## src/rtl/isoch_sched_pkg.sv

```systemverilog
package isoch_sched_pkg;

  localparam int unsigned XFER_MAX_BYTES = 64;
  localparam int unsigned BEAT_BYTES     = 16;
  localparam int unsigned BEAT_W         = 3;

  // legal size window for a single transaction
  function automatic logic size_legal(input int unsigned sz);
    return (sz != 0) && (sz <= XFER_MAX_BYTES);
  endfunction

  // data-path occupancy in cycles for a transaction of sz bytes
  function automatic int unsigned beats_of(input int unsigned sz);
    return (sz + BEAT_BYTES - 1) / BEAT_BYTES;
  endfunction

endpackage

```

## src/rtl/isoch_period_budget.sv

```systemverilog
module isoch_period_budget #(
  parameter int unsigned PERIOD_W = 16,
  parameter int unsigned QUOTA_W  = 8
) (
  input  logic                clk,
  input  logic                rst_n,
  input  logic [PERIOD_W-1:0] cfg_period,
  input  logic [QUOTA_W-1:0]  cfg_quota,
  input  logic                take,
  output logic                period_start,
  output logic                budget_avail,
  output logic [QUOTA_W-1:0]  budget_q
);

  logic [PERIOD_W-1:0] cnt_q;
  logic [PERIOD_W-1:0] per_last;
  logic [QUOTA_W-1:0]  budget_eff;

  assign per_last     = (cfg_period == '0) ? '0 : cfg_period - PERIOD_W'(1);
  assign period_start = (cnt_q == '0);
  assign budget_eff   = period_start ? cfg_quota : budget_q;
  assign budget_avail = (budget_eff != '0);

  always_ff @(posedge clk) begin
    if (!rst_n) begin
      cnt_q    <= '0;
      budget_q <= '0;
    end else begin
      cnt_q    <= (cnt_q >= per_last) ? '0 : cnt_q + PERIOD_W'(1);
      budget_q <= budget_eff - QUOTA_W'(take);
    end
  end

  // a grant outside a period start strictly lowers the budget
  assert_budget_drain_R1: assert property (@(posedge clk) disable iff (!rst_n)
    (take && !period_start) |=> (budget_q < $past(budget_q)));

  // after a period start the budget never exceeds the configured quota
  assert_reload_cap_R3: assert property (@(posedge clk) disable iff (!rst_n)
    period_start |=> (budget_q <= $past(cfg_quota)));

endmodule

```

## src/rtl/isoch_lat_mon.sv

```systemverilog
module isoch_lat_mon #(
  parameter int unsigned LAT_W = 8
) (
  input  logic             clk,
  input  logic             rst_n,
  input  logic             iso_wait,
  input  logic [LAT_W-1:0] cfg_lat_bound,
  output logic             lat_violation
);

  logic [LAT_W-1:0] wait_q;

  always_ff @(posedge clk) begin
    if (!rst_n) begin
      wait_q <= '0;
    end else if (iso_wait) begin
      if (wait_q != '1) wait_q <= wait_q + LAT_W'(1);
    end else begin
      wait_q <= '0;
    end
  end

  assign lat_violation = (wait_q > cfg_lat_bound);

  // the flag can only rise after a cycle of waiting
  assert_lat_cause_R10: assert property (@(posedge clk) disable iff (!rst_n)
    $rose(lat_violation) |-> $past(iso_wait));

endmodule

```

## src/rtl/isoch_async_rr.sv

```systemverilog
module isoch_async_rr (
  input  logic clk,
  input  logic rst_n,
  input  logic enable,
  input  logic rd_elig,
  input  logic wr_elig,
  output logic pick_rd,
  output logic pick_wr
);

  logic last_wr_q;

  always_comb begin
    pick_rd = 1'b0;
    pick_wr = 1'b0;
    if (enable) begin
      if (rd_elig && wr_elig) begin
        pick_rd = last_wr_q;
        pick_wr = !last_wr_q;
      end else begin
        pick_rd = rd_elig;
        pick_wr = wr_elig;
      end
    end
  end

  always_ff @(posedge clk) begin
    if (!rst_n)       last_wr_q <= 1'b1;
    else if (pick_rd) last_wr_q <= 1'b0;
    else if (pick_wr) last_wr_q <= 1'b1;
  end

  // with both directions eligible the pick flips direction
  assert_rr_alternate_R7: assert property (@(posedge clk) disable iff (!rst_n)
    (enable && rd_elig && wr_elig && pick_wr) |=> !(enable && rd_elig && wr_elig && pick_wr));

endmodule

```

## src/rtl/isoch_sched.sv

```systemverilog
module isoch_sched
  import isoch_sched_pkg::*;
#(
  parameter int unsigned PERIOD_W = 16,
  parameter int unsigned QUOTA_W  = 8,
  parameter int unsigned LAT_W    = 8,
  parameter int unsigned SIZE_W   = 7
) (
  input  logic                clk,
  input  logic                rst_n,
  input  logic [PERIOD_W-1:0] cfg_period,
  input  logic [QUOTA_W-1:0]  cfg_quota,
  input  logic [LAT_W-1:0]    cfg_lat_bound,
  input  logic                iso_valid,
  input  logic                iso_write,
  input  logic [SIZE_W-1:0]   iso_size,
  input  logic                ard_valid,
  input  logic [SIZE_W-1:0]   ard_size,
  input  logic                awr_valid,
  input  logic [SIZE_W-1:0]   awr_size,
  input  logic                rd_buf_full,
  input  logic                wr_buf_full,
  output logic                gnt_valid,
  output logic                gnt_iso,
  output logic                gnt_write,
  output logic [SIZE_W-1:0]   gnt_size,
  output logic [QUOTA_W-1:0]  budget_left,
  output logic                size_err,
  output logic                lat_violation
);

  localparam int unsigned BUSY_W = BEAT_W;

  // named events for the assertions
  logic iso_ok, ard_ok, awr_ok;
  logic path_free;
  logic budget_avail, period_start;
  logic ev_iso_gnt, ev_ard_gnt, ev_awr_gnt, ev_any_gnt;
  logic ard_elig, awr_elig;
  logic [SIZE_W-1:0] sel_size;
  logic [BUSY_W-1:0] busy_q, busy_d;

  assign iso_ok = size_legal(32'(iso_size));
  assign ard_ok = size_legal(32'(ard_size));
  assign awr_ok = size_legal(32'(awr_size));

  assign path_free  = (busy_q == '0);

  // isochronous: flow-control flags deliberately not consulted
  assign ev_iso_gnt = path_free && iso_valid && iso_ok && budget_avail;

  assign ard_elig = path_free && ard_valid && ard_ok && !rd_buf_full;
  assign awr_elig = path_free && awr_valid && awr_ok && !wr_buf_full;

  isoch_period_budget #(.PERIOD_W(PERIOD_W), .QUOTA_W(QUOTA_W)) u_budget (
    .clk          (clk),
    .rst_n        (rst_n),
    .cfg_period   (cfg_period),
    .cfg_quota    (cfg_quota),
    .take         (ev_iso_gnt),
    .period_start (period_start),
    .budget_avail (budget_avail),
    .budget_q     (budget_left)
  );

  isoch_async_rr u_rr (
    .clk     (clk),
    .rst_n   (rst_n),
    .enable  (!ev_iso_gnt),
    .rd_elig (ard_elig),
    .wr_elig (awr_elig),
    .pick_rd (ev_ard_gnt),
    .pick_wr (ev_awr_gnt)
  );

  isoch_lat_mon #(.LAT_W(LAT_W)) u_lat (
    .clk           (clk),
    .rst_n         (rst_n),
    .iso_wait      (iso_valid && !ev_iso_gnt),
    .cfg_lat_bound (cfg_lat_bound),
    .lat_violation (lat_violation)
  );

  assign ev_any_gnt = ev_iso_gnt || ev_ard_gnt || ev_awr_gnt;

  always_comb begin
    if (ev_iso_gnt)      sel_size = iso_size;
    else if (ev_awr_gnt) sel_size = awr_size;
    else                 sel_size = ard_size;
  end

  always_comb begin
    if (ev_any_gnt)          busy_d = BUSY_W'(beats_of(32'(sel_size)) - 1);
    else if (busy_q != '0)   busy_d = busy_q - BUSY_W'(1);
    else                     busy_d = '0;
  end

  always_ff @(posedge clk) begin
    if (!rst_n) begin
      busy_q    <= '0;
      gnt_valid <= 1'b0;
      gnt_iso   <= 1'b0;
      gnt_write <= 1'b0;
      gnt_size  <= '0;
      size_err  <= 1'b0;
    end else begin
      busy_q    <= busy_d;
      gnt_valid <= ev_any_gnt;
      gnt_iso   <= ev_iso_gnt;
      gnt_write <= ev_iso_gnt ? iso_write : ev_awr_gnt;
      gnt_size  <= ev_any_gnt ? sel_size : '0;
      size_err  <= (iso_valid && !iso_ok) || (ard_valid && !ard_ok) ||
                   (awr_valid && !awr_ok);
    end
  end

  assert_one_grant_R5: assert property (@(posedge clk) disable iff (!rst_n)
    $onehot0({ev_iso_gnt, ev_ard_gnt, ev_awr_gnt}));

  assert_rd_gate_R6: assert property (@(posedge clk) disable iff (!rst_n)
    ev_ard_gnt |-> !rd_buf_full);

  assert_wr_gate_R6: assert property (@(posedge clk) disable iff (!rst_n)
    ev_awr_gnt |-> !wr_buf_full);

  assert_busy_hold_R8: assert property (@(posedge clk) disable iff (!rst_n)
    (busy_q != '0) |-> !ev_any_gnt);

  assert_legal_grant_R9: assert property (@(posedge clk) disable iff (!rst_n)
    gnt_valid |-> (gnt_size != '0 && 32'(gnt_size) <= XFER_MAX_BYTES));

endmodule

```

## config.mk

```make
export PLATFORM = sky130hd
export DESIGN_NAME = isoch_sched
export DESIGN_NICKNAME = d
export VERILOG_FILES = /design/src/rtl/isoch_sched_pkg.sv /design/src/rtl/isoch_period_budget.sv /design/src/rtl/isoch_lat_mon.sv /design/src/rtl/isoch_async_rr.sv /design/src/rtl/isoch_sched.sv
export SDC_FILE = /design/constraint.sdc
export NUM_CORES = 1
export LEC_CHECK = 0
export BUFFER_PORTS_ARGS = -buffer_cell sky130_fd_sc_hd__buf_4
export CAP_MARGIN = 25
export CORE_UTILIZATION = 50
export CTS_BUF_LIST = sky130_fd_sc_hd__clkbuf_4
export CTS_CLUSTER_SIZE = 28
export DETAILED_ROUTE_END_ITERATION = 12
export GPL_TIMING_DRIVEN = 0
export PLACE_DENSITY = 0.87
export SYNTH_ARGS = -nofsm -noshare
export SYNTH_HDL_FRONTEND = slang
export SYNTH_SLANG_ARGS = --single-unit
```

## constraint.sdc

```tcl
create_clock -name clk -period 6 [get_ports clk]
set_input_delay 0.9 -clock clk [delete_from_list [all_inputs] [get_ports clk]]
set_output_delay 0.9 -clock clk [all_outputs]
set_load 0.01 [all_outputs]
```

Word-level counts from Yosys, hierarchy flattened
Index checks and enable logic that the tools add are counted.
{"block": "totals", "mem_bits_ro": 0, "wordCells": 78, "regBits": 47, "in_bits": 61, "latchBits": 0, "mem_bits_rw": 0, "out_inout_bits": 20, "memories": 0}
{"block": "classes", "n_eq_ne": 1, "n_mux": 13, "n_addsub": 8, "n_bitwise": 1, "mul": 0, "n_reduce_logical": 40, "n_lt_le_gt_ge": 5, "shifts": 0, "n_div": 0}
{"cell": "zero test 16 bit", "n": 2}
{"cell": "<= comparator 7 bit, second input constant", "n": 3}
{"cell": "nonzero test 7 bit", "n": 3}
{"cell": "logical AND 1 bit", "n": 17}
{"cell": "adder 16 x 1 -> 16 bit, second input constant", "n": 1}
{"cell": "greater-or-equal comparator 16 bit", "n": 1}
{"cell": "two-way mux 16 bit", "n": 1}
{"cell": "subtractor 16 x 1 -> 16 bit, second input constant", "n": 1}
{"cell": "two-way mux 7 bit", "n": 2}
{"cell": "adder 8 x 1 -> 8 bit, second input constant", "n": 1}
{"cell": "greater-than comparator 8 bit", "n": 1}
{"cell": "two-way mux 8 bit", "n": 1}
{"cell": "!= test 8 bit, second input constant", "n": 1}
{"cell": "nonzero test 8 bit", "n": 1}
{"cell": "subtractor 8 x 1 -> 8 bit", "n": 1}
{"cell": "adder 7 x 5 -> 7 bit, second input constant", "n": 1}
{"cell": "zero test 1 bit", "n": 7}
{"cell": "two-way mux 1 bit", "n": 7}
{"cell": "subtractor 7 x 1 -> 7 bit, second input constant", "n": 1}
{"cell": "two-way mux 3 bit", "n": 2}
{"cell": "subtractor 3 x 1 -> 3 bit, second input constant", "n": 2}
{"cell": "logical OR 1 bit", "n": 4}
{"cell": "AND reduction 2 bit", "n": 2}
{"cell": "zero test 3 bit", "n": 1}
{"cell": "4 further kinds", "n": 4}

Depth between registers and ports, before layout
Gate-level depths: netlist of the first run.
{"block": "logic_depth", "depth_word": 13, "mapped_depth": 15, "mapped_depth_nobuf": 14}

Cells and area by module
Synthesis of the first run repeated with hierarchy kept, for this count alone.
{"block": "hier_totals", "hier_cells": 426, "hier_area_um2": 3527.1}
{"module": "isoch_period_budget", "cells_each": 239, "seq_area_each_um2": 480.5, "instances": 1, "area_per_inst_um2": 1933.1}
{"module": "isoch_sched", "cells_each": 110, "seq_area_each_um2": 280.3, "instances": 1, "area_per_inst_um2": 972.2}
{"module": "isoch_lat_mon", "cells_each": 69, "seq_area_each_um2": 160.2, "instances": 1, "area_per_inst_um2": 565.5}
{"module": "isoch_async_rr", "cells_each": 8, "seq_area_each_um2": 20.0, "instances": 1, "area_per_inst_um2": 56.3}

Least setup slack after synthesis of the first run
No wires, ideal clock.
{"block": "synth_timing", "kind": "input-to-reg", "start": "input cfg_period[11]", "end": "register u_budget.cnt_q[10]", "n_path_buf": 2, "path_slack_ns": 2.183, "setup_time_ns": 0.065, "stages": 14, "arrival_ns": 3.752, "required_ns": 5.935, "path_cell_list": "or4_1 > nor4_1 > nand3_1 > clkbuf_1 > nand2_1 > ha_1 > a21o_1 > a21o_1 > a21oi_1 > o21ai_1 > a31oi_1 > o211ai_1 > clkbuf_1 > nor2_1"}
{"block": "synth_between", "elab_chain_len": 4, "elab_cells_between_ends": 5, "classes_between": "1 x add/sub; 1 x order compare; 1 x mux; 2 x reduce/logical"}
{"item": "start: declaration", "line": "isoch_sched.sv:11", "rtl": "input logic [PERIOD_W-1:0] cfg_period,"}
{"item": "subtractor 16 x 1 -> 16 bit / zero test 16 bit (equally long branches)", "line": "isoch_period_budget.sv:19", "rtl": "assign per_last = (cfg_period == '0) ? '0 : cfg_period - PERIOD_W'(1);"}
{"item": "two-way mux 16 bit (*)", "line": "isoch_period_budget.sv:19"}
{"item": "greater-or-equal comparator 16 bit (*)", "line": "isoch_period_budget.sv:29", "rtl": "cnt_q <= (cnt_q >= per_last) ? '0 : cnt_q + PERIOD_W'(1);"}
{"item": "OR reduction 2 bit (no source line) (*)"}
{"item": "end signal: assignment", "line": "isoch_period_budget.sv:29"}
{"item": "end: declaration", "line": "isoch_period_budget.sv:15", "rtl": "logic [PERIOD_W-1:0] cnt_q;"}
Mark *: on every way between the ends. The rest lies on a longest branch, timed or not.
A chain may end at the register's enable or synchronous reset.

Worst setup path in the final report of the first run
{"block": "layout_timing", "start": "input cfg_period[11]", "end": "register u_budget.cnt_q[14]"}
The elaborated chain is that of the path after synthesis.

==> results of run 1 <==
[synthesized netlist by cell type, types with 3 or more instances]
| library cell | instances | share of area |
|---|---|---|
| nand2_1 | 35 | 0.040 |
| nand2b_1 | 7 | 0.013 |
| xor2_1 | 25 | 0.067 |
| nor2_1 | 61 | 0.071 |
| mux2i_1 | 14 | 0.043 |
| nor3_1 | 8 | 0.012 |
| xnor2_1 | 17 | 0.046 |
| or4_1 | 3 | 0.0069 |
| a21oi_1 | 13 | 0.020 |
| inv_1 | 25 | 0.029 |
| dfxtp_1 | 47 | 0.29 |
| nand4_1 | 6 | 0.012 |
| clkbuf_1 | 5 | 0.0058 |
| a21o_1 | 7 | 0.016 |
| a31oi_1 | 3 | 0.0058 |
| ha_1 | 34 | 0.13 |
| a211oi_1 | 9 | 0.021 |
| nor4_1 | 12 | 0.023 |
| and3_1 | 7 | 0.013 |
| nand3_1 | 21 | 0.032 |
| o21ai_0 | 8 | 0.012 |
[worst register-to-register path: stages (launching register included)]
cell,delay [ns]
dfxtp_1,0.38
inv_1,0.12
ha_1,0.15
nor4b_1,0.29
nand4_1,0.38
a21boi_1,0.27
o2111ai_2,0.53
nor2_1,0.08
a21oi_1,0.25
nand2b_1,0.15
xnor2_1,0.15
ha_1,0.21
xnor2_1,0.14
or4_1,0.40
nand3_1,0.09
[metrics by stage]
| stage | worst slack (ns) | hold slack (ns) |
|---|---|---|
| floorplan | 2.18 | 0.446 |
| global placement | 1.58 | 0.488 |
| detailed placement | 1.45 | 0.525 |
| CTS | 1.83 | 0.549 |
| global route | 1.56 | 0.591 |
| finish | 1.82 | 0.556 |
[logic make-up after synthesis]
group                      Yosys count  synth area share
AOI/OAI and AO/OA                   52             0.107
buffers and inverters               33            0.0405
and+or+nand+nor                    171             0.256
DFF                                 47             0.290
adders and majority gates           34             0.131
xor gates and xnor gates            42             0.113
muxes                               18            0.0617
[where the power goes]
part	switching (mW)	internal, mW
clock network	0.106	0.0471
registers	0.0221	0.343
logic	0.156	0.142
total	0.284	0.532
[flip-flops by register name, indices dropped and copies added (netlist names), 3 cells and up]
name and cells:
u_budget.budget_q 8, u_lat.wait_q 8, gnt_size 7, u_budget.cnt_q 16
busy_q 3
[area by class of cell]
| cell class | instances | area share |
|---|---|---|
| clock inverter | 3 | 0.00594 |
| tap | 75 | 0.0235 |
| multi-input combinational | 317 | 0.543 |
| buffer | 6 | 0.00751 |
| timing repair buffer | 80 | 0.150 |
| clock buffer | 5 | 0.00938 |
| sequential | 47 | 0.235 |
| inverter | 27 | 0.0253 |
[metal layers]
metal	vias to the layer above	global-route usage
met5	-	0
met1	1456	0.235
met2	78	0.469
met3	14	0.0637
met4	0	0.0914
li1	1565	-
[cell usage in the layout, fill, tap and decap left out, types with 3 or more instances in the layout]
master and n:
a211oi_1 9, a21o_1 7, a21oi_1 13, a31oi_1 3, and3_1 7, buf_4 80
clkbuf_1 5, clkbuf_4 5, dfxtp_1 47, ha_1 34, inv_1 25, mux2i_1 14
nand2_1 35, nand2b_1 7, nand3_1 21, nand4_1 6, nor2_1 61, nor3_1 8
nor4_1 12, o21ai_0 8, or4_1 3, xnor2_1 17, xor2_1 25
[path summary, 6_finish.rpt]
path | from | end | cells past startpoint
worst min-delay path | u_budget.cnt_q[0]$_SDFF_PP0_ | u_budget.cnt_q[0]$_SDFF_PP0_ | 1
worst max register to register | u_budget.cnt_q[0]$_SDFF_PP0_ | busy_q[2]$_SDFF_PN0_ | 14
worst max-delay path | cfg_period[11] | u_budget.cnt_q[14]$_SDFF_PP0_ | 15
worst min register to register | u_budget.cnt_q[0]$_SDFF_PP0_ | u_budget.cnt_q[0]$_SDFF_PP0_ | 1
==> impl_metrics.yaml, run 1 <==
power:
  p_per_area_mw_per_mm2: 204
  p_leak_nw: 1.97
  peakVddDrop_mv: 0.133
  power_uw: 817
grt:
  grtUsageTotal: 0.238
  grt_pass1_vias: 3096
  antenna_found_initial: 0
  grt-ovfl-total: 0
  grt_max_degree: 17
  grt_pass1_wl_mm: 12.6
die:
  core_mm2: 0.00610
  fp.dieArea_mm2: 0.00681
  initial_core_util: 0.532
  fp.dieH_um: 82.6
  num_io_pins: 81
  dieWidth_um: 82.6
  row_count: 28
worst_setup_path:
  critPathBufInv: 3
  path_delay_family: "simple AND/OR/NAND/NOR gates"
  critical_path.slowest_cell: "or4_1"
  max_stage_delay_ns: 0.60
  crit_chain: "buf_4 -> or4_1 -> nor4_1 -> nand3_1 -> clkbuf_1 -> nand2_1 -> ha_1 -> a21o_1 -> a21o_1 -> a21oi_1 -> o21ai_1 -> a31oi_1 -> o211ai_1 -> clkbuf_1 -> nor2_1"
  crit_required_ns: 6.29
  start_kind: "input port"
  reg2reg_slack_ns: 2.36
  cp_max_fo: 10
  end_kind: "flop"
  critPathKind: "in -> reg"
  cp.arrival_ns: 4.48
layout:
  area_delta_synth_final_pct: 23.3
  fin_area_mm2: 0.00400
  diodes: 0
  regArea_um2: 941
  multi_input_area_mm2: 0.00217
  finish.utilization: 0.656
  fillerInstances: 524
  drive_gt1_frac: 0.202
  final_nets: 579
  final_cells: 560
detailed_routing:
  wirelength_mm: 7.63
  met2_length_mm: 4.03
  top_layer: "met4"
  vias: 3113
  drtPass1Iterations: 4
  drc: 0
  met1_length_mm: 3.07
  wl_per_cell_um: 13.6
  ant_nets: 0
  routed-wl-met3_um: 417
  drt_iter0_drc: 109
  viasPerCell: 5.56
sta:
  fin_crit_ns: 4.18
  skew_ns: 0.0116
  fmax_mhz: 239
  rsz0062_at_grt: "no"
  hold_viol_final: 0
  drv_slew: 0
  tightest_slew_ns: 0.735
  fin_tns_setup_ns: 0
  setup_viol_count_final: 0
  max_slew_margin: 0.505
  fin_crit_sh: 0.697
synthesis:
  synth_flop_cell: "dfxtp_1"
  synthesis.nets: 492
  synthDistinctLibCells: 47
  synth_cells: 397
  ys_ff_latch: 47
  yosysSeqAreaShare: 0.290
  synth_edf_count: 0
  yosysWarnings: 0
  syn_avg_cell_area_um2: 8.17
  syn_area_mm2: 0.00324
  async_flop_share: 0
cts:
  htreeDepth: 2
  hold_buffers: 0
  cts_buffers: 5
  cts_tree: "done"
  cts_buffer_depth: 2
  cts_root_buffer: "clkbuf_4"
  cts.clk_slew.worst_paths_ns: 0.15
  cts_setup_buffers: 0
  cts-resized-gates: 0
  clkLatencyLatePin_ns: 0.36
  clkSinkCount: 47
place:
  dp.cells: 552
  gp_congestion: 0.885
  port_buffers: 80
  dpl.hpwl_mm: 6.40
  place_area_mm2: 0.00394
outcome:
  status: "complete, no violations"
hold_path:
  min_path_type: "reg -> reg"
job:
  cap_violations: 0
No activity file was read; power rests on OpenSTA's default activity.
==> run 2, diff against run 1 <==
--- a/config.mk
+++ b/config.mk
@@ -12,7 +12,7 @@
 export CTS_CLUSTER_SIZE = 28
 export DETAILED_ROUTE_END_ITERATION = 12
 export GPL_TIMING_DRIVEN = 0
-export PLACE_DENSITY = 0.87
+export PLACE_DENSITY = 0.9
 export SYNTH_ARGS = -nofsm -noshare
 export SYNTH_HDL_FRONTEND = slang
 export SYNTH_SLANG_ARGS = --single-unit
==> constraint.sdc (replaced) <==
create_clock -name clk -period 3.6 [get_ports clk]
set_input_delay 0.54 -clock clk [delete_from_list [all_inputs] [get_ports clk]]
set_output_delay 0.54 -clock clk [all_outputs]
set_load 0.01 [all_outputs]
==> run 2 against run 1 <==
Die area is the same. Power grew 74%. Clock power grew 80%. First-iteration DRC count shrank 10%. Wire length grew 4.5%. Sequential share of layout area shrank 0.53 points. Register-to-register slack lost 2.2 ns. Clock skew grew 0.0053 ns. Cell area grew 2.3%. Critical path depth shrank 1. Global-route usage shrank 0.12 points. Clock-buffer cell count is the same.
==> impl_metrics.yaml, run 2 (synthesis results as in run 1) <==
outcome:
  status: "complete, no violations"
power:
  peakVddDrop_mv: 0.277
  p_leak_nw: 2.00
  p_per_area_mw_per_mm2: 348
worst_setup_path:
  start_kind: "flop"
  max_stage_delay_ns: 0.53
  cp.arrival_ns: 3.74
  critPathBufInv: 1
  critical_path.slowest_cell: "or4b_4"
  crit_chain: "nor2_1 -> ha_2 -> nand2_1 -> or4b_4 -> a31o_1 -> buf_6 -> mux2i_1 -> mux2i_1 -> nand2b_1 -> xnor2_1 -> ha_1 -> xnor2_1 -> or4_1 -> nand3_1"
  crit_required_ns: 3.93
  critPathKind: "reg -> reg"
  cp_max_fo: 9
  end_kind: "flop"
  path_delay_family: "simple AND/OR/NAND/NOR gates"
detailed_routing:
  drt_iter0_drc: 98
  drtPass1Iterations: 4
  vias: 3169
  ant_nets: 0
  drc: 0
  viasPerCell: 5.61
  wl_per_cell_um: 14.1
  wirelength_mm: 7.97
sta:
  tightest_slew_ns: 0.544
  setup_viol_count_final: 0
  fin_crit_sh: 0.947
  hold_viol_final: 0
  fin_crit_ns: 3.41
  max_slew_margin: 0.634
  skew_ns: 0.0169
  drv_slew: 0
  holdWs_ns: 0.369
  fmax_mhz: 293
layout:
  fin_area_mm2: 0.00409
  top_regs: "u_budget.cnt_q (16), u_budget.budget_q (8), u_lat.wait_q (8)"
  top_register: "u_budget.cnt_q"
  diodes: 0
  layout_commonest_cell: "buf_4"
  final_cell_mix: "84 x buf_4, 61 x nor2_1, 47 x dfxtp_1, 35 x nand2_1, 33 x ha_1"
  drive_gt1_frac: 0.222
  finish.utilization: 0.671
  final_nets: 584
  area_delta_synth_final_pct: 26.1
  largest_register_ffs: 16
grt:
  grt_pass1_vias: 2926
  grt-ovfl-total: 0
  antenna_found_initial: 0
  grtUsageTotal: 0.237
  grt_pass1_wl_mm: 12.3
  grt_max_degree: 18
cts:
  clkSinkCount: 47
  htreeDepth: 2
  cts_buffer_depth: 2
  hold_buffers: 0
  cts_buffers: 5
  cts_root_buffer: "clkbuf_4"
  cts_tree: "done"
  clkLatencyLatePin_ns: 0.39
  cts.clk_slew.worst_paths_ns: 0.16
hold_path:
  min_path_type: "in -> reg"
die:
  row_count: 28
  dieWidth_um: 82.6
  fp.dieH_um: 82.6
  fp.dieArea_mm2: 0.00681
  initial_core_util: 0.532
  core_mm2: 0.00610
  num_io_pins: 81
place:
  port_buffers: 80
  place_area_mm2: 0.00394
  gp_congestion: 0.863
  dpl.hpwl_mm: 6.28
job:
  cap_violations: 0
run 2: path summary, 6_finish.rpt:
check             slack (ns)                      endpoint  depth (start not counted)                         start
setup reg to reg        0.19          busy_q[2]$_SDFF_PN0_                         14          busy_q[0]$_SDFF_PN0_
setup / recovery        0.19          busy_q[2]$_SDFF_PN0_                         14          busy_q[0]$_SDFF_PN0_
hold / removal          0.37          gnt_write$_SDFF_PN0_                          3                     iso_write
hold reg to reg         0.51  u_budget.cnt_q[0]$_SDFF_PP0_                          1  u_budget.cnt_q[0]$_SDFF_PP0_
run 2: cell type report:
type / count / area, µm²
multi-input combinational: 318 / 2230
fill: 490 / 2000
sequential: 47 / 941
timing repair buffer: 84 / 631
inverter: 27 / 101
tap: 75 / 93.8
clock buffer: 5 / 37.5
buffer: 6 / 32.5
clock inverter: 3 / 27.5
run 2: routing by layer:
| layer | part of all wire | routed length, µm | track usage |
|---|---|---|---|
| met3 | 0.047 | 376 | 0.0538 |
| met4 | 0.018 | 145 | 0.0862 |
| met1 | 0.41 | 3280 | 0.247 |
| met2 | 0.52 | 4170 | 0.460 |
| met5 | 0 | 0 | 0 |
run 2: power by group:
group,internal (mW),total (mW),switching [mW],leakage (nW)
registers,0.572,0.611,0.0385,0.383
clock network,0.0835,0.277,0.193,0.0337
logic,0.254,0.536,0.281,1.58
run 2: tightest hold or removal path: stages:
cell and delay, ns:
buf_4 0.07, a21oi_1 0.05, nor2_1 0.07
run 2: metrics by stage:
step	worst slack [ns]	TNS, ns	total power, mW	cells
floorplan	0.143	0	0.923	397
global placement	-0.457	-5.45	1.09	552
detailed placement	-0.517	-6.18	1.11	552
CTS	0.0411	0	1.40	560
global route	-0.0316	-0.0316	1.51	565
finish	0.190	0	1.42	565
run 2: timing repair:
item                       in CTS  in global routing
gates cloned                    0                  1
resized for setup               2                  9
pin swaps                       0                  3
setup buffers                   0                  4
setup endpoints to repair      11                 11
==> run 3, diff against run 2 <==
--- a/config.mk
+++ b/config.mk
@@ -7,6 +7,7 @@
 export LEC_CHECK = 0
 export BUFFER_PORTS_ARGS = -buffer_cell sky130_fd_sc_hd__buf_4
 export CAP_MARGIN = 25
+export CORE_MARGIN = 5
 export CORE_UTILIZATION = 50
 export CTS_BUF_LIST = sky130_fd_sc_hd__clkbuf_4
 export CTS_CLUSTER_SIZE = 28
==> run 3 against run 2 <==
Sequential share of layout area about the same. Largest cell class unchanged. Largest power group unchanged. Maximum frequency is 1.5% lower. Global-route usage fell by 4.0 points. Core utilization decreased by 2.2 points. Highest routed layer unchanged. Cell area is 0.18% higher. Clock-buffer cell count rose by 1. Sequential power is essentially flat.
==> impl_metrics.yaml, run 3 (synthesis results as in run 1) <==
power:
  power_mw: 1.46
  p_leak_nw: 2.01
  p_per_area_mw_per_mm2: 355
  peakVddDrop_mv: 0.375
sta:
  setup_viol_count_final: 0
  holdWs_ns: 0.392
  hold_viol_final: 0
  skew_ns: 0.0164
  fin_crit_ns: 3.46
  fmax_mhz: 289
  drv_slew: 0
  fin_tns_setup_ns: 0
  fin_crit_sh: 0.961
  tightest_slew_ns: 0.537
  max_slew_margin: 0.637
layout:
  finish.utilization: 0.649
  final_cells: 565
  final_cell_mix: "84 x buf_4, 61 x nor2_1, 47 x dfxtp_1, 35 x nand2_1, 33 x ha_1"
  top_register: "u_budget.cnt_q"
  diodes: 0
  largest_register_ffs: 16
  area_delta_synth_final_pct: 26.3
  drive_gt1_frac: 0.223
  layout_commonest_cell: "buf_4"
  final_nets: 583
  top_regs: "u_budget.cnt_q (16), u_budget.budget_q (8), u_lat.wait_q (8)"
place:
  gp_congestion: 0.871
  dp.cells: 554
  dpl.hpwl_mm: 6.75
  port_buffers: 80
detailed_routing:
  met2_length_mm: 4.11
  vias: 3184
  drt_iter0_drc: 156
  wl_per_cell_um: 14.7
  top_layer: "met4"
  ant_nets: 0
  wirelength_mm: 8.32
  drc: 0
  viasPerCell: 5.64
  met1_length_mm: 3.30
  routed-wl-met3_um: 696
  drtPass1Iterations: 5
cts:
  hold_buffers: 0
  clkSinkCount: 47
  cts_root_buffer: "clkbuf_4"
  cts_buffers: 5
  htreeDepth: 2
  cts.clk_slew.worst_paths_ns: 0.13
  cts_tree: "done"
  cts_buffer_depth: 2
  clkLatencyLatePin_ns: 0.36
worst_setup_path:
  startpoint: "busy_q[0]$_SDFF_PN0_"
  start_kind: "flop"
  crit_required_ns: 3.90
  cp_max_fo: 9
  max_stage_delay_ns: 0.53
  r2r_start: "busy_q[0]$_SDFF_PN0_"
  critPathKind: "reg -> reg"
  critical_path.slowest_cell: "or4b_4"
  end_kind: "flop"
  crit_chain: "nor2_1 -> ha_2 -> nand2_1 -> or4b_4 -> a31o_1 -> buf_6 -> mux2i_1 -> mux2i_1 -> nand2b_1 -> xnor2_1 -> ha_1 -> xnor2_1 -> or4_1 -> nand3_1"
  critPathBufInv: 1
  path_delay_family: "simple AND/OR/NAND/NOR gates"
  cp.arrival_ns: 3.76
hold_path:
  min_path_type: "in -> reg"
  hp-start: "iso_write"
grt:
  antenna_found_initial: 0
  grt_pass1_vias: 3261
  grtUsageTotal: 0.197
  grt-ovfl-total: 0
  grt_max_degree: 14
  grt_pass1_wl_mm: 13.9
die:
  fp.dieArea_mm2: 0.00820
  initial_core_util: 0.514
  core_mm2: 0.00631
  fp.dieH_um: 90.6
  num_io_pins: 81
  row_count: 29
  dieWidth_um: 90.6
outcome:
  status: "complete, no violations"
job:
  cap_violations: 0
run 3: cell count changes in the layout (fill, tap and decap cells not counted):
cell	delta
a21oi_1	-1
o2111ai_2	-1
nor4b_1	-1
clkinvlp_4	-1
bufinv_16	+1
a21oi_2	+1
clkbuf_4	+1
inv_6	-1
nor4b_2	+1
inv_8	-1
run 3: per-stage QoR:
stage | worst slack (ns) | area [µm²]
finish | 0.139 | 4100
global route | -0.0113 | 4100
CTS | 0.0101 | 4040
global placement | -0.426 | 3940
detailed placement | -0.580 | 3940
floorplan | 0.143 | 3240
run 3: area by class of cell:
class,instances,area (µm²)
Multi-Input combinational cell,317,2220
Fill cell,541,2210
Sequential cell,47,941
Timing Repair Buffer,84,631
Inverter,27,101
Tap cell,77,96.3
Clock buffer,6,45.0
Buffer,6,32.5
Clock inverter,1,30.0
run 3: what timing repair did:
item / 4_1_cts / 5_1_grt
gates resized for setup: 3 / 9
pin swaps: 1 / 2
buffers inserted: 0 / 4
setup endpoints to repair: 11 / 16
run 3: power breakdown:
| part | internal [mW] | leakage (nW) | switching (mW) | total (mW) |
|---|---|---|---|---|
| logic | 0.251 | 1.59 | 0.281 | 0.532 |
| registers | 0.572 | 0.383 | 0.0406 | 0.612 |
| clock network | 0.151 | 0.0417 | 0.160 | 0.311 |
| total | 0.973 | 2.01 | 0.482 | 1.46 |
run 3: metal layers:
layer	vias to the layer above	track usage
met5	-	0
met4	0	0.0645
met3	20	0.0708
met2	103	0.366
met1	1490	0.203
li1	1571	-
run 3: worst paths after layout:
check | to | slack [ns] | depth (start not counted)
min | gnt_write$_SDFF_PN0_ | 0.39 | 3
max | busy_q[2]$_SDFF_PN0_ | 0.14 | 14
min reg2reg | u_budget.cnt_q[0]$_SDFF_PP0_ | 0.52 | 1
max reg2reg | busy_q[2]$_SDFF_PN0_ | 0.14 | 14
run 3: tightest hold or removal path, stage by stage:
cell and delay (ns):
buf_4 0.08, a21oi_1 0.05, nor2_1 0.07
